`src/rtl/spw_pkg.sv`:
```
package spw_pkg;

    localparam int FW  = 32;
    localparam int WLW = 6;

    typedef enum logic [1:0] {TX_IDLE, TX_FETCH, TX_EMIT} tx_state_e;
    typedef enum logic [1:0] {RX_IDLE, RX_FILL, RX_FLUSH} rx_state_e;

    typedef struct packed {
        logic             shared;
        logic [WLW-1:0]   per;
        logic [1:0]       lane_lbv;
    } geom_t;

    function automatic logic [FW-1:0] wl_mask(input logic [WLW-1:0] wl);
        return {FW{1'b1}} >> (6'd32 - wl);
    endfunction

    function automatic logic [FW-1:0] orient(input logic [FW-1:0] v,
                                             input logic [WLW-1:0] wl,
                                             input logic lsb);
        logic [FW-1:0] r;
        for (int i = 0; i < FW; i++) r[i] = v[FW-1-i];
        return lsb ? (r >> (6'd32 - wl)) : v;
    endfunction

    function automatic geom_t geom_of(input logic [WLW-1:0] wl);
        geom_t g;
        g.shared   = 1'b1;
        g.lane_lbv = 2'd0;
        case (wl)
            6'd4:    g.per = 6'd8;
            6'd8:    g.per = 6'd4;
            6'd16:   g.per = 6'd2;
            6'd32:   g.per = 6'd1;
            default: begin
                g.shared = 1'b0;
                g.per    = 6'd1;
                if (wl <= 6'd8)       g.lane_lbv = 2'd1;
                else if (wl <= 6'd16) g.lane_lbv = 2'd2;
                else                  g.lane_lbv = 2'd0;
            end
        endcase
        return g;
    endfunction

    function automatic logic [1:0] lbv_of_bits(input logic [WLW-1:0] nbits);
        if (nbits <= 6'd8)       return 2'd1;
        else if (nbits <= 6'd16) return 2'd2;
        else if (nbits <= 6'd24) return 2'd3;
        else                     return 2'd0;
    endfunction

endpackage

```
`src/rtl/spw_cfg.sv`:
```
module spw_cfg
    import spw_pkg::*;
#(
    parameter int RST_WL = 8
) (
    input  logic            clk,
    input  logic            rst_n,
    input  logic            cfg_wr,
    input  logic [WLW-1:0]  cfg_word_len,
    input  logic            cfg_lsb_first,
    input  logic            tx_idle,
    input  logic            rx_idle,
    output logic [WLW-1:0]  wl,
    output logic            lsb,
    output logic [FW-1:0]   mask,
    output logic            shared,
    output logic [WLW-1:0]  per,
    output logic [1:0]      lane_lbv
);

    localparam logic [WLW-1:0] RWL = RST_WL[WLW-1:0];

    logic  accept;
    geom_t geom_q;

    assign accept = cfg_wr && tx_idle && rx_idle &&
                    (cfg_word_len >= 6'd4) && (cfg_word_len <= 6'd32);

    always_ff @(posedge clk or negedge rst_n) begin
        if (!rst_n) begin
            wl     <= RWL;
            lsb    <= 1'b0;
            mask   <= wl_mask(RWL);
            geom_q <= geom_of(RWL);
        end else if (accept) begin
            wl     <= cfg_word_len;
            lsb    <= cfg_lsb_first;
            mask   <= wl_mask(cfg_word_len);
            geom_q <= geom_of(cfg_word_len);
        end
    end

    assign shared   = geom_q.shared;
    assign per      = geom_q.per;
    assign lane_lbv = geom_q.lane_lbv;

    AST_CFG_HELD_BUSY: assert property (@(posedge clk) disable iff (!rst_n)
        !(tx_idle && rx_idle) |=> ($stable(wl) && $stable(lsb)));

    AST_CFG_RANGE: assert property (@(posedge clk) disable iff (!rst_n)
        (wl >= 6'd4) && (wl <= 6'd32));

endmodule

```
`src/rtl/spw_tx_unpack.sv`:
```
module spw_tx_unpack
    import spw_pkg::*;
#(
    parameter int LEN_W = 16
) (
    input  logic             clk,
    input  logic             rst_n,
    input  logic [WLW-1:0]   wl,
    input  logic             lsb,
    input  logic [FW-1:0]    mask,
    input  logic [WLW-1:0]   per,
    input  logic             tx_start,
    input  logic [LEN_W-1:0] tx_count,
    input  logic [FW-1:0]    tx_fifo_data,
    input  logic             tx_fifo_valid,
    output logic             tx_fifo_ready,
    output logic [FW-1:0]    tx_word,
    output logic             tx_word_valid,
    input  logic             tx_word_ready,
    output logic             tx_word_last,
    output logic             idle
);

    tx_state_e        state, state_n;
    logic [FW-1:0]    hold;
    logic [WLW-1:0]   slot;
    logic [LEN_W-1:0] rem;
    logic             take_fifo, give_word, begin_xfer;

    assign begin_xfer = (state == TX_IDLE) && tx_start && (tx_count != '0);
    assign take_fifo  = (state == TX_FETCH) && tx_fifo_valid;
    assign give_word  = (state == TX_EMIT) && tx_word_ready;

    always_ff @(posedge clk or negedge rst_n) begin
        if (!rst_n) state <= TX_IDLE;
        else        state <= state_n;
    end

    always_comb begin
        state_n = state;
        unique case (state)
            TX_IDLE:  if (begin_xfer) state_n = TX_FETCH;
            TX_FETCH: if (take_fifo)  state_n = TX_EMIT;
            TX_EMIT: begin
                if (give_word) begin
                    if (rem == LEN_W'(1))             state_n = TX_IDLE;
                    else if (slot == per - 6'd1)      state_n = TX_FETCH;
                    else                              state_n = TX_EMIT;
                end
            end
            default:  state_n = TX_IDLE;
        endcase
    end

    always_comb begin
        tx_fifo_ready = (state == TX_FETCH);
        tx_word_valid = (state == TX_EMIT);
        tx_word_last  = (state == TX_EMIT) && (rem == LEN_W'(1));
        tx_word       = orient(hold & mask, wl, lsb);
        idle          = (state == TX_IDLE);
    end

    always_ff @(posedge clk or negedge rst_n) begin
        if (!rst_n) begin
            hold <= '0;
            slot <= '0;
            rem  <= '0;
        end else begin
            if (begin_xfer) rem <= tx_count;
            if (take_fifo) begin
                hold <= tx_fifo_data;
                slot <= '0;
            end
            if (give_word) begin
                hold <= hold >> wl;
                slot <= slot + 6'd1;
                rem  <= rem - LEN_W'(1);
            end
        end
    end

    AST_TX_HOLD: assert property (@(posedge clk) disable iff (!rst_n)
        tx_word_valid && !tx_word_ready |=> tx_word_valid && $stable(tx_word));

    AST_TX_UPPER_ZERO: assert property (@(posedge clk) disable iff (!rst_n)
        tx_word_valid |-> ((tx_word & ~mask) == '0));

endmodule

```
`src/rtl/spw_rx_pack.sv`:
```
module spw_rx_pack
    import spw_pkg::*;
#(
    parameter int LEN_W = 16
) (
    input  logic             clk,
    input  logic             rst_n,
    input  logic [WLW-1:0]   wl,
    input  logic             lsb,
    input  logic [FW-1:0]    mask,
    input  logic             shared,
    input  logic [WLW-1:0]   per,
    input  logic [1:0]       lane_lbv,
    input  logic             rx_start,
    input  logic [LEN_W-1:0] rx_count,
    input  logic [FW-1:0]    rx_word,
    input  logic             rx_word_valid,
    output logic             rx_word_ready,
    output logic [FW-1:0]    rx_fifo_data,
    output logic             rx_fifo_valid,
    input  logic             rx_fifo_ready,
    output logic             rx_fifo_last,
    output logic [1:0]       rx_fifo_lbv,
    output logic [LEN_W-1:0] rx_fifo_cnt,
    output logic             idle
);

    rx_state_e        state, state_n;
    logic [FW-1:0]    acc;
    logic [WLW-1:0]   pos, slot;
    logic [LEN_W-1:0] rem, seq;
    logic             last_q;
    logic [1:0]       lbv_q;
    logic             begin_xfer, take_word, word_done, push_out;
    logic [WLW-1:0]   nbits;
    logic [FW-1:0]    aligned;

    assign begin_xfer = (state == RX_IDLE) && rx_start && (rx_count != '0);
    assign take_word  = (state == RX_FILL) && rx_word_valid;
    assign word_done  = (slot + 6'd1 == per) || (rem == LEN_W'(1));
    assign push_out   = (state == RX_FLUSH) && rx_fifo_ready;
    assign nbits      = pos + wl;
    assign aligned    = orient(rx_word & mask, wl, lsb) << pos;

    always_ff @(posedge clk or negedge rst_n) begin
        if (!rst_n) state <= RX_IDLE;
        else        state <= state_n;
    end

    always_comb begin
        state_n = state;
        unique case (state)
            RX_IDLE:  if (begin_xfer)             state_n = RX_FILL;
            RX_FILL:  if (take_word && word_done) state_n = RX_FLUSH;
            RX_FLUSH: if (push_out)               state_n = last_q ? RX_IDLE : RX_FILL;
            default:                              state_n = RX_IDLE;
        endcase
    end

    always_comb begin
        rx_word_ready = (state == RX_FILL);
        rx_fifo_valid = (state == RX_FLUSH);
        rx_fifo_data  = acc;
        rx_fifo_last  = (state == RX_FLUSH) && last_q;
        rx_fifo_lbv   = lbv_q;
        rx_fifo_cnt   = seq;
        idle          = (state == RX_IDLE);
    end

    always_ff @(posedge clk or negedge rst_n) begin
        if (!rst_n) begin
            acc    <= '0;
            pos    <= '0;
            slot   <= '0;
            rem    <= '0;
            seq    <= '0;
            last_q <= 1'b0;
            lbv_q  <= 2'd0;
        end else begin
            if (begin_xfer) begin
                rem  <= rx_count;
                seq  <= '0;
                acc  <= '0;
                pos  <= '0;
                slot <= '0;
            end
            if (take_word) begin
                acc  <= acc | aligned;
                pos  <= nbits;
                slot <= slot + 6'd1;
                rem  <= rem - LEN_W'(1);
                if (word_done) begin
                    seq    <= seq + LEN_W'(1);
                    last_q <= (rem == LEN_W'(1));
                    if (rem != LEN_W'(1)) lbv_q <= 2'd0;
                    else if (shared)      lbv_q <= lbv_of_bits(nbits);
                    else                  lbv_q <= lane_lbv;
                end
            end
            if (push_out) begin
                acc  <= '0;
                pos  <= '0;
                slot <= '0;
            end
        end
    end

    AST_RX_HOLD: assert property (@(posedge clk) disable iff (!rst_n)
        rx_fifo_valid && !rx_fifo_ready |=>
            rx_fifo_valid && $stable(rx_fifo_data) && $stable(rx_fifo_lbv));

    AST_RX_MID_LBV: assert property (@(posedge clk) disable iff (!rst_n)
        rx_fifo_valid && !rx_fifo_last |-> (rx_fifo_lbv == 2'd0));

    AST_RX_CNT_NONZERO: assert property (@(posedge clk) disable iff (!rst_n)
        rx_fifo_valid |-> (rx_fifo_cnt != '0));

endmodule

```
`src/rtl/spi_word_packer.sv`:
```
module spi_word_packer
    import spw_pkg::*;
#(
    parameter int LEN_W  = 16,
    parameter int RST_WL = 8
) (
    input  logic             clk,
    input  logic             rst_n,
    input  logic             cfg_wr,
    input  logic [5:0]       cfg_word_len,
    input  logic             cfg_lsb_first,
    input  logic             tx_start,
    input  logic [LEN_W-1:0] tx_count,
    input  logic [31:0]      tx_fifo_data,
    input  logic             tx_fifo_valid,
    output logic             tx_fifo_ready,
    output logic [31:0]      tx_word,
    output logic             tx_word_valid,
    input  logic             tx_word_ready,
    output logic             tx_word_last,
    input  logic             rx_start,
    input  logic [LEN_W-1:0] rx_count,
    input  logic [31:0]      rx_word,
    input  logic             rx_word_valid,
    output logic             rx_word_ready,
    output logic [31:0]      rx_fifo_data,
    output logic             rx_fifo_valid,
    input  logic             rx_fifo_ready,
    output logic             rx_fifo_last,
    output logic [1:0]       rx_fifo_lbv,
    output logic [LEN_W-1:0] rx_fifo_cnt
);

    logic [WLW-1:0] wl, per;
    logic           lsb, shared;
    logic [FW-1:0]  mask;
    logic [1:0]     lane_lbv;
    logic           tx_idle, rx_idle;

    spw_cfg #(.RST_WL(RST_WL)) u_cfg (
        .clk(clk), .rst_n(rst_n),
        .cfg_wr(cfg_wr), .cfg_word_len(cfg_word_len), .cfg_lsb_first(cfg_lsb_first),
        .tx_idle(tx_idle), .rx_idle(rx_idle),
        .wl(wl), .lsb(lsb), .mask(mask), .shared(shared), .per(per), .lane_lbv(lane_lbv)
    );

    spw_tx_unpack #(.LEN_W(LEN_W)) u_tx (
        .clk(clk), .rst_n(rst_n),
        .wl(wl), .lsb(lsb), .mask(mask), .per(per),
        .tx_start(tx_start), .tx_count(tx_count),
        .tx_fifo_data(tx_fifo_data), .tx_fifo_valid(tx_fifo_valid), .tx_fifo_ready(tx_fifo_ready),
        .tx_word(tx_word), .tx_word_valid(tx_word_valid), .tx_word_ready(tx_word_ready),
        .tx_word_last(tx_word_last), .idle(tx_idle)
    );

    spw_rx_pack #(.LEN_W(LEN_W)) u_rx (
        .clk(clk), .rst_n(rst_n),
        .wl(wl), .lsb(lsb), .mask(mask), .shared(shared), .per(per), .lane_lbv(lane_lbv),
        .rx_start(rx_start), .rx_count(rx_count),
        .rx_word(rx_word), .rx_word_valid(rx_word_valid), .rx_word_ready(rx_word_ready),
        .rx_fifo_data(rx_fifo_data), .rx_fifo_valid(rx_fifo_valid), .rx_fifo_ready(rx_fifo_ready),
        .rx_fifo_last(rx_fifo_last), .rx_fifo_lbv(rx_fifo_lbv), .rx_fifo_cnt(rx_fifo_cnt),
        .idle(rx_idle)
    );

    AST_TX_EXCL: assert property (@(posedge clk) disable iff (!rst_n)
        !(tx_fifo_ready && tx_word_valid));

endmodule

```
`config.mk`:
```
export PLATFORM = sky130hd
export DESIGN_NAME = spi_word_packer
export DESIGN_NICKNAME = d
export VERILOG_FILES = /design/src/rtl/spw_pkg.sv /design/src/rtl/spw_cfg.sv /design/src/rtl/spw_tx_unpack.sv /design/src/rtl/spw_rx_pack.sv /design/src/rtl/spi_word_packer.sv
export SDC_FILE = /design/constraint.sdc
export NUM_CORES = 1
export LEC_CHECK = 0
export BUFFER_PORTS_ARGS = -buffer_cell sky130_fd_sc_hd__buf_2
export CORE_MARGIN = 1.5
export CORE_UTILIZATION = 49
export CTS_CLUSTER_DIAMETER = 200
export DETAILED_ROUTE_END_ITERATION = 6
export PLACE_DENSITY = 0.72
export SLEW_MARGIN = 20
export SYNTH_ARGS = -nofsm -noshare
export SYNTH_HDL_FRONTEND = slang
export SYNTH_SLANG_ARGS = --single-unit
```
`constraint.sdc`:
```
create_clock -name clk -period 5.11 [get_ports clk]
set_input_delay 0.2555 -clock clk [delete_from_list [all_inputs] [get_ports clk]]
set_output_delay 0.2555 -clock clk [all_outputs]
set_load 0.02 [all_outputs]
```
# ---- Word level (Yosys, flattened, before mapping)
# Cells that the tools add are included.
dict set report classes {
  multipliers 0
  div_mod_pow 0
  n_mux 42
  add_sub_neg 9
  magnitude_cmp 7
  bitwise_logic 3
  n_eq_ne 19
  reduce_logical 28
  shift 5
}
# operator n
set op_table {}
lappend op_table {{2-to-1 mux 32 bit} 7}
lappend op_table {{2-to-1 mux 16 bit} 7}
lappend op_table {{>> shifter 32 x 6 -> 32 bit} 3}
lappend op_table {{AND 32 bit} 2}
lappend op_table {{2-to-1 mux 6 bit} 7}
lappend op_table {{equality test 16 x 1 -> 1 bit, second input constant} 2}
lappend op_table {{2-to-1 mux 2 bit} 16}
lappend op_table {{OR 32 bit} 1}
lappend op_table {{nonzero test 16 bit} 2}
lappend op_table {{left shift 32 x 6 -> 32 bit} 1}
lappend op_table {{>> shifter 32 x 6 -> 32 bit, first input constant} 1}
lappend op_table {{subtractor 16 x 1 -> 16 bit, second input constant} 2}
lappend op_table {{less-or-equal comparator 6 x 5 -> 1 bit, second input constant} 3}
lappend op_table {{adder 16 x 1 -> 16 bit, second input constant} 1}
lappend op_table {{!= test 16 x 1 -> 1 bit, second input constant} 1}
lappend op_table {{logical AND 1 bit} 15}
lappend op_table {{adder 6 x 1 -> 6 bit, second input constant} 2}
lappend op_table {{equality test 6 bit} 2}
lappend op_table {{less-or-equal comparator 6 x 4 -> 1 bit, second input constant} 2}
lappend op_table {{!= test 2 x 1 -> 1 bit, second input constant} 6}
lappend op_table {{case mux 2 bit (3 select lines)} 2}
lappend op_table {{case mux 4 bit (3 select lines)} 1}
lappend op_table {{subtractor 6 bit, first input constant} 2}
lappend op_table {{adder 6 bit} 1}
lappend op_table {{other kinds (17)} 24}
dict set report word_totals {
  rom_bits 0
  latchBits 0
  register_bits 185
  out_inout_bits 88
  elab_cells 131
  ramBits 0
  n_memories 0
  inputBits 112
}

# ---- Logic depth before layout (Yosys ltp)
dict set report depth {
  word_depth 7
  ltp_mapped 17
  depth_no_buf 11
}

# ---- By module
# From an unflattened synthesis, not the netlist that was laid out.
dict set report unflattened {
  hier_cells 2067
  hier_area_um2 17535.6
}
# module cells_each n_inst seq_area_each_um2 area_per_inst_um2
set modules_own_cells {}
lappend modules_own_cells {spw_rx_pack 1049 1 2026.9 8702.1}
lappend modules_own_cells {spw_tx_unpack 816 1 1401.3 6563.8}
lappend modules_own_cells {spw_cfg 202 1 1164.9 2269.7}

# ---- Worst setup path before layout
# Ideal clock, no wire load.
dict set report synth_timing {
  kind {flip-flop to flip-flop}
  from {register u_cfg.wl[0]}
  to {register u_rx.acc[30], in the netlist u_rx.rx_fifo_data[30]}
  path_stages_with_launch 16
  setup_slack_ns -0.016
  required_ns 5.044
  t_arrival_ns 5.060
  setup_time_ns 0.066
  path_buffers 4
  period_less_slack_ns 5.126
  path_cell_list {dfrtp_1 > buf_4 > inv_4 > buf_2 > buf_1 > clkbuf_1 > ha_1 > xor2_4 > mux4_2 > mux4_2 > nand2b_4 > and3_4 > mux2_2 > mux4_2 > a222oi_1 > a31o_1}
}
dict set report synth_between {
  elab_chain_len 7
}
# item line_no
set synth_lines {}
lappend synth_lines {{start, declared} spw_cfg.sv:13} ;# output logic [WLW-1:0] wl,
lappend synth_lines {{start signal, assigned} spw_cfg.sv:36} ;# wl <= cfg_word_len;
lappend synth_lines {{subtractor 6 bit} spw_pkg.sv:24} ;# return lsb ? (r >> (6'd32 - wl)) : v;
lappend synth_lines {{>> shifter 32 x 6 -> 32 bit} spw_pkg.sv:24}
lappend synth_lines {{2-to-1 mux 32 bit} spw_pkg.sv:24}
lappend synth_lines {{left shift 32 x 6 -> 32 bit} spw_rx_pack.sv:43} ;# assign aligned = orient(rx_word & mask, wl, lsb) << pos;
lappend synth_lines {{OR 32 bit} spw_rx_pack.sv:88} ;# acc <= acc | aligned;
lappend synth_lines {{2-to-1 mux 32 bit} spw_rx_pack.sv:87} ;# if (take_word) begin
lappend synth_lines {{2-to-1 mux 32 bit} spw_rx_pack.sv:100} ;# if (push_out) begin
lappend synth_lines {{end signal, assigned} spw_rx_pack.sv:88}
lappend synth_lines {{end, declared} spw_rx_pack.sv:29} ;# logic [FW-1:0] acc;
# No other way between the ends.
# A chain may end at the register's enable or synchronous reset.

# ---- Worst setup path after layout
dict set report layout_timing {
  from {register u_cfg.wl[1]}
  to {register u_rx.acc[27], in the netlist u_rx.rx_fifo_data[27]}
}
# The elaborated chain is that of the path after synthesis.

==> metrics.cfg <==
[status]
status=finished, final reports clean

[route]
routedWlPerCell_um=25.5
postRouteAntennaNets=0
vias=18400
wl_um=68000
via_per_inst=6.92
remaining_drc_errors=0
firstDrtPassIters=6
drt_iter0_markers=2452

[setup_path]
crit_required_ns=5.48
slowest_stage=o311ai_0
worstPathCellList=buf_4, nor3_4, xnor2_2, buf_4, nor2_1, nor3_1, o22ai_1, and2_1, o311ai_0, a31oi_1, a32oi_1
crit_family=compound AO/OA/AOI/OAI gates
cp_common_cell=buf_4
ff2ff_path_depth=11
crit_path_max_fanout=43
worst-path-buf-inv=2
r2r-start=u_cfg.wl[1]
crit_path_max_incr_delay_ns=0.79
cp-start-kind=register
crit_start=u_cfg.wl[1]
critical_path_class=register to register
crit_path_end_kind=register
rrSetupSlack_ns=0.49
r2r-end=u_rx.rx_fifo_data[27]
arrival_ns=4.99

[timing]
tightest_slew_ns=1.02
hold_viol_final=0
max_freq_mhz=217
fin_skew_ns=0.0160
maxSlewHeadroom_pct=31.5
post-route-period-util_pct=90.4
slew_viol_final=0
rsz0062_at_grt=no
period_minus_slack_ns=4.62
tns_ns=0
hold_ws_ns=0.0215
setup_viol=0

[yosys]
syn_avg_cell_area_um2=8.02
synth_area_mm2=0.0167
synthCells=2085
synth-edff-count=0
synth.distinct_cells=94
yosysWarnings=0
ys_seq_area_share_pct=27.5
synth-async-reset-ratio_pct=100
ys_ff_latch=183
synthFlopType=dfrtp_1
synth_nets=2216

[power_and_ir_drop]
p_clk_share_pct=9.4
seqPwrFrac_pct=19.7
p_leak_uw=0.00771
combPwrFrac_pct=70.9
p_per_area_mw_per_mm2=813
ir_worst_vdd_uv=457
p_int_uw=6650
p_sw_share_pct=56.5
power_switching_uw=8640

[min_path]
holdCritPathClass=input port to register
holdPathEnd=u_tx.rem[5]
holdPathStages=3
hp-start=tx_count[5]

[global_route]
grt_max_degree=161
grt_pass1_vias=17300
grt_pass1_wl_um=105000
track_usage_pct=38.3
antenna_found_initial=1
grt-ovfl-total=0

[job]
max_cap_viol_count=0

[floorplan]
die_x_um=188
start_util_pct=49.9
boundaryPins=200
num_rows=67
die_y_um=188
die_area_mm2=0.0353
core_mm2=0.0335

[finish]
fill_cells=3194
seq_area_mm2=0.00460
fin_util_pct=56.1
multi_input_area_mm2=0.0114
area_growth_pct=12.4
stdcell_count=2665
layout.nets=2335
final_common_cell=nand2_1
diodes=0
layout_common_cells=nand2_1, nor2_1, buf_2, o21ai_0, dfrtp_1
drive_above_1_share_pct=19.4

[cts]
cts_tree=built
h-tree-depth=4
clk-insertion-delay-late_ns=0.47
cts-resized-gates=0
clockBufferDepth=2
clock_sinks=183
clk_pin_slew_ns=0.09
numCtsBuffers=17
cts_root_buffer=clkbuf_16

[placed_design]
dpl.hpwl_um=51200
routabilityCongestion=1.06
port_buffers=199
dp_cells=2632

-- state kept, by name, indices dropped and copies added (netlist names) --
| name | count |
|---|---|
| u_rx.state | 2 |
| u_tx.slot | 6 |
| u_rx.rx_fifo_lbv | 2 |
| u_cfg.mask | 32 |
| u_rx.last_q | 1 |
| u_cfg.wl | 6 |
| u_rx.rx_fifo_data | 32 |
| u_tx.rem | 16 |
| u_cfg.lsb | 1 |
| u_tx.hold | 32 |
| u_rx.rx_fifo_cnt | 16 |
| u_cfg.lane_lbv | 2 |
| u_cfg.shared | 1 |
| u_cfg.per | 4 |
| u_tx.state | 2 |
| u_rx.slot | 6 |
| u_rx.rem | 16 |
| u_rx.pos | 6 |
-- layer usage --
metal | global-route usage (%) | vias to the layer above | share of wire (%)
met5 | 0 | - | 0.019
met4 | 12.6 | 2 | 3.4
li1 | - | 8171 | -
met1 | 53.2 | 8904 | 41
met3 | 12.5 | 186 | 12
met2 | 56.3 | 1166 | 43
-- cells by family (layout without fill, tap and decap cells) --
logic type | count (synthesis) | count (layout) | share of synthesized area, %
AND/OR/NAND/NOR | 783 | 783 | 21.7
multiplexers | 183 | 183 | 15.5
buffers and inverters | 196 | 328 | 4.58
AO/OA/AOI/OAI | 691 | 691 | 27.7
XOR/XNOR | 30 | 30 | 1.68
flip-flops | 183 | 183 | 27.5
adder cells (fa/ha/maj) | 19 | 19 | 1.47
-- stage by stage --
step           setup slack, ns  total power, µW  cell area, µm²
6_report                 0.492            15300           18800
2_1_floorplan            0.115             9920           16700
3_3_place_gp             0.593            13300           18200
3_5_place_dp             0.630            13400           18200
5_1_grt                  0.228            16100           18800
4_1_cts                  0.621            14900           18800
-- synth_stat cells, types with 9 or more instances --
master / instances / share of area, %
a22o_1: 33 / 1.7
a21o_1: 15 / 0.67
xnor2_1: 21 / 1.1
a21oi_1: 104 / 3.1
o31ai_1: 18 / 0.81
dfstp_2: 11 / 1.7
nor2_1: 198 / 4.4
a2111oi_0: 9 / 0.47
o311ai_0: 13 / 0.68
inv_1: 32 / 0.72
o22ai_1: 39 / 1.5
nand3_1: 104 / 3.1
ha_1: 18 / 1.3
nor3_1: 47 / 1.4
a211oi_1: 33 / 1.5
dfrtp_1: 172 / 26
nand2_1: 273 / 6.1
and2_1: 23 / 0.86
nor4_1: 21 / 0.79
nand2b_1: 14 / 0.52
and3_1: 13 / 0.49
or4_1: 9 / 0.40
clkbuf_1: 129 / 2.9
o221ai_1: 17 / 0.89
o2111ai_1: 9 / 0.47
nand4_1: 13 / 0.49
o21a_1: 22 / 0.99
o21ai_0: 197 / 5.9
nand3b_1: 10 / 0.45
or3_1: 14 / 0.52
buf_1: 15 / 0.34
mux2i_1: 85 / 5.1
mux2_2: 41 / 2.8
o211ai_1: 37 / 1.7
a221o_1: 10 / 0.60
nor2b_1: 13 / 0.49
mux4_2: 56 / 7.5
a31oi_1: 25 / 0.93
-- final cells by class --
class	instances	area share, %
Multi-Input combinational cell	1706	60.7
Inverter	40	0.812
Clock buffer	17	2.26
Tap cell	448	2.98
Timing Repair Buffer	256	7.70
Sequential cell	183	24.5
Clock inverter	15	1.14
-- tightest hold or removal path, cell delays in order --
cell	delay (ns)
buf_2	0.09
a21oi_1	0.05
o21ai_0	0.06
-- power by group through the flow --
stage          sequential (µW)  clock [µW]  combinational, µW
6_report                  3000        1440              10800
5_1_grt                   3050        1510              11500
3_5_place_dp              2950           0              10400
2_1_floorplan             2580           0               7340
3_3_place_gp              2920           0              10400
4_1_cts                   2930        1460              10500
-- worst max path at each step --
| stage | to | slack (ns) | cells past startpoint |
|---|---|---|---|
| floorplan | u_rx.rx_fifo_data[30] | 0.11 | 15 |
| global placement | u_rx.rx_fifo_data[27] | 0.59 | 11 |
| detailed placement | u_rx.rx_fifo_data[30] | 0.63 | 11 |
| CTS | u_rx.rx_fifo_data[30] | 0.62 | 11 |
| global route | u_rx.rx_fifo_data[27] | 0.23 | 11 |
| finish | u_rx.rx_fifo_data[27] | 0.49 | 11 |
-- repair_timing --
item | 4_1_cts | 5_1_grt
hold buffers | 1 | 0
hold endpoints to repair | 23 | 0
buffers inserted | 0 | 0
Power figures use the tool's default switching activity.
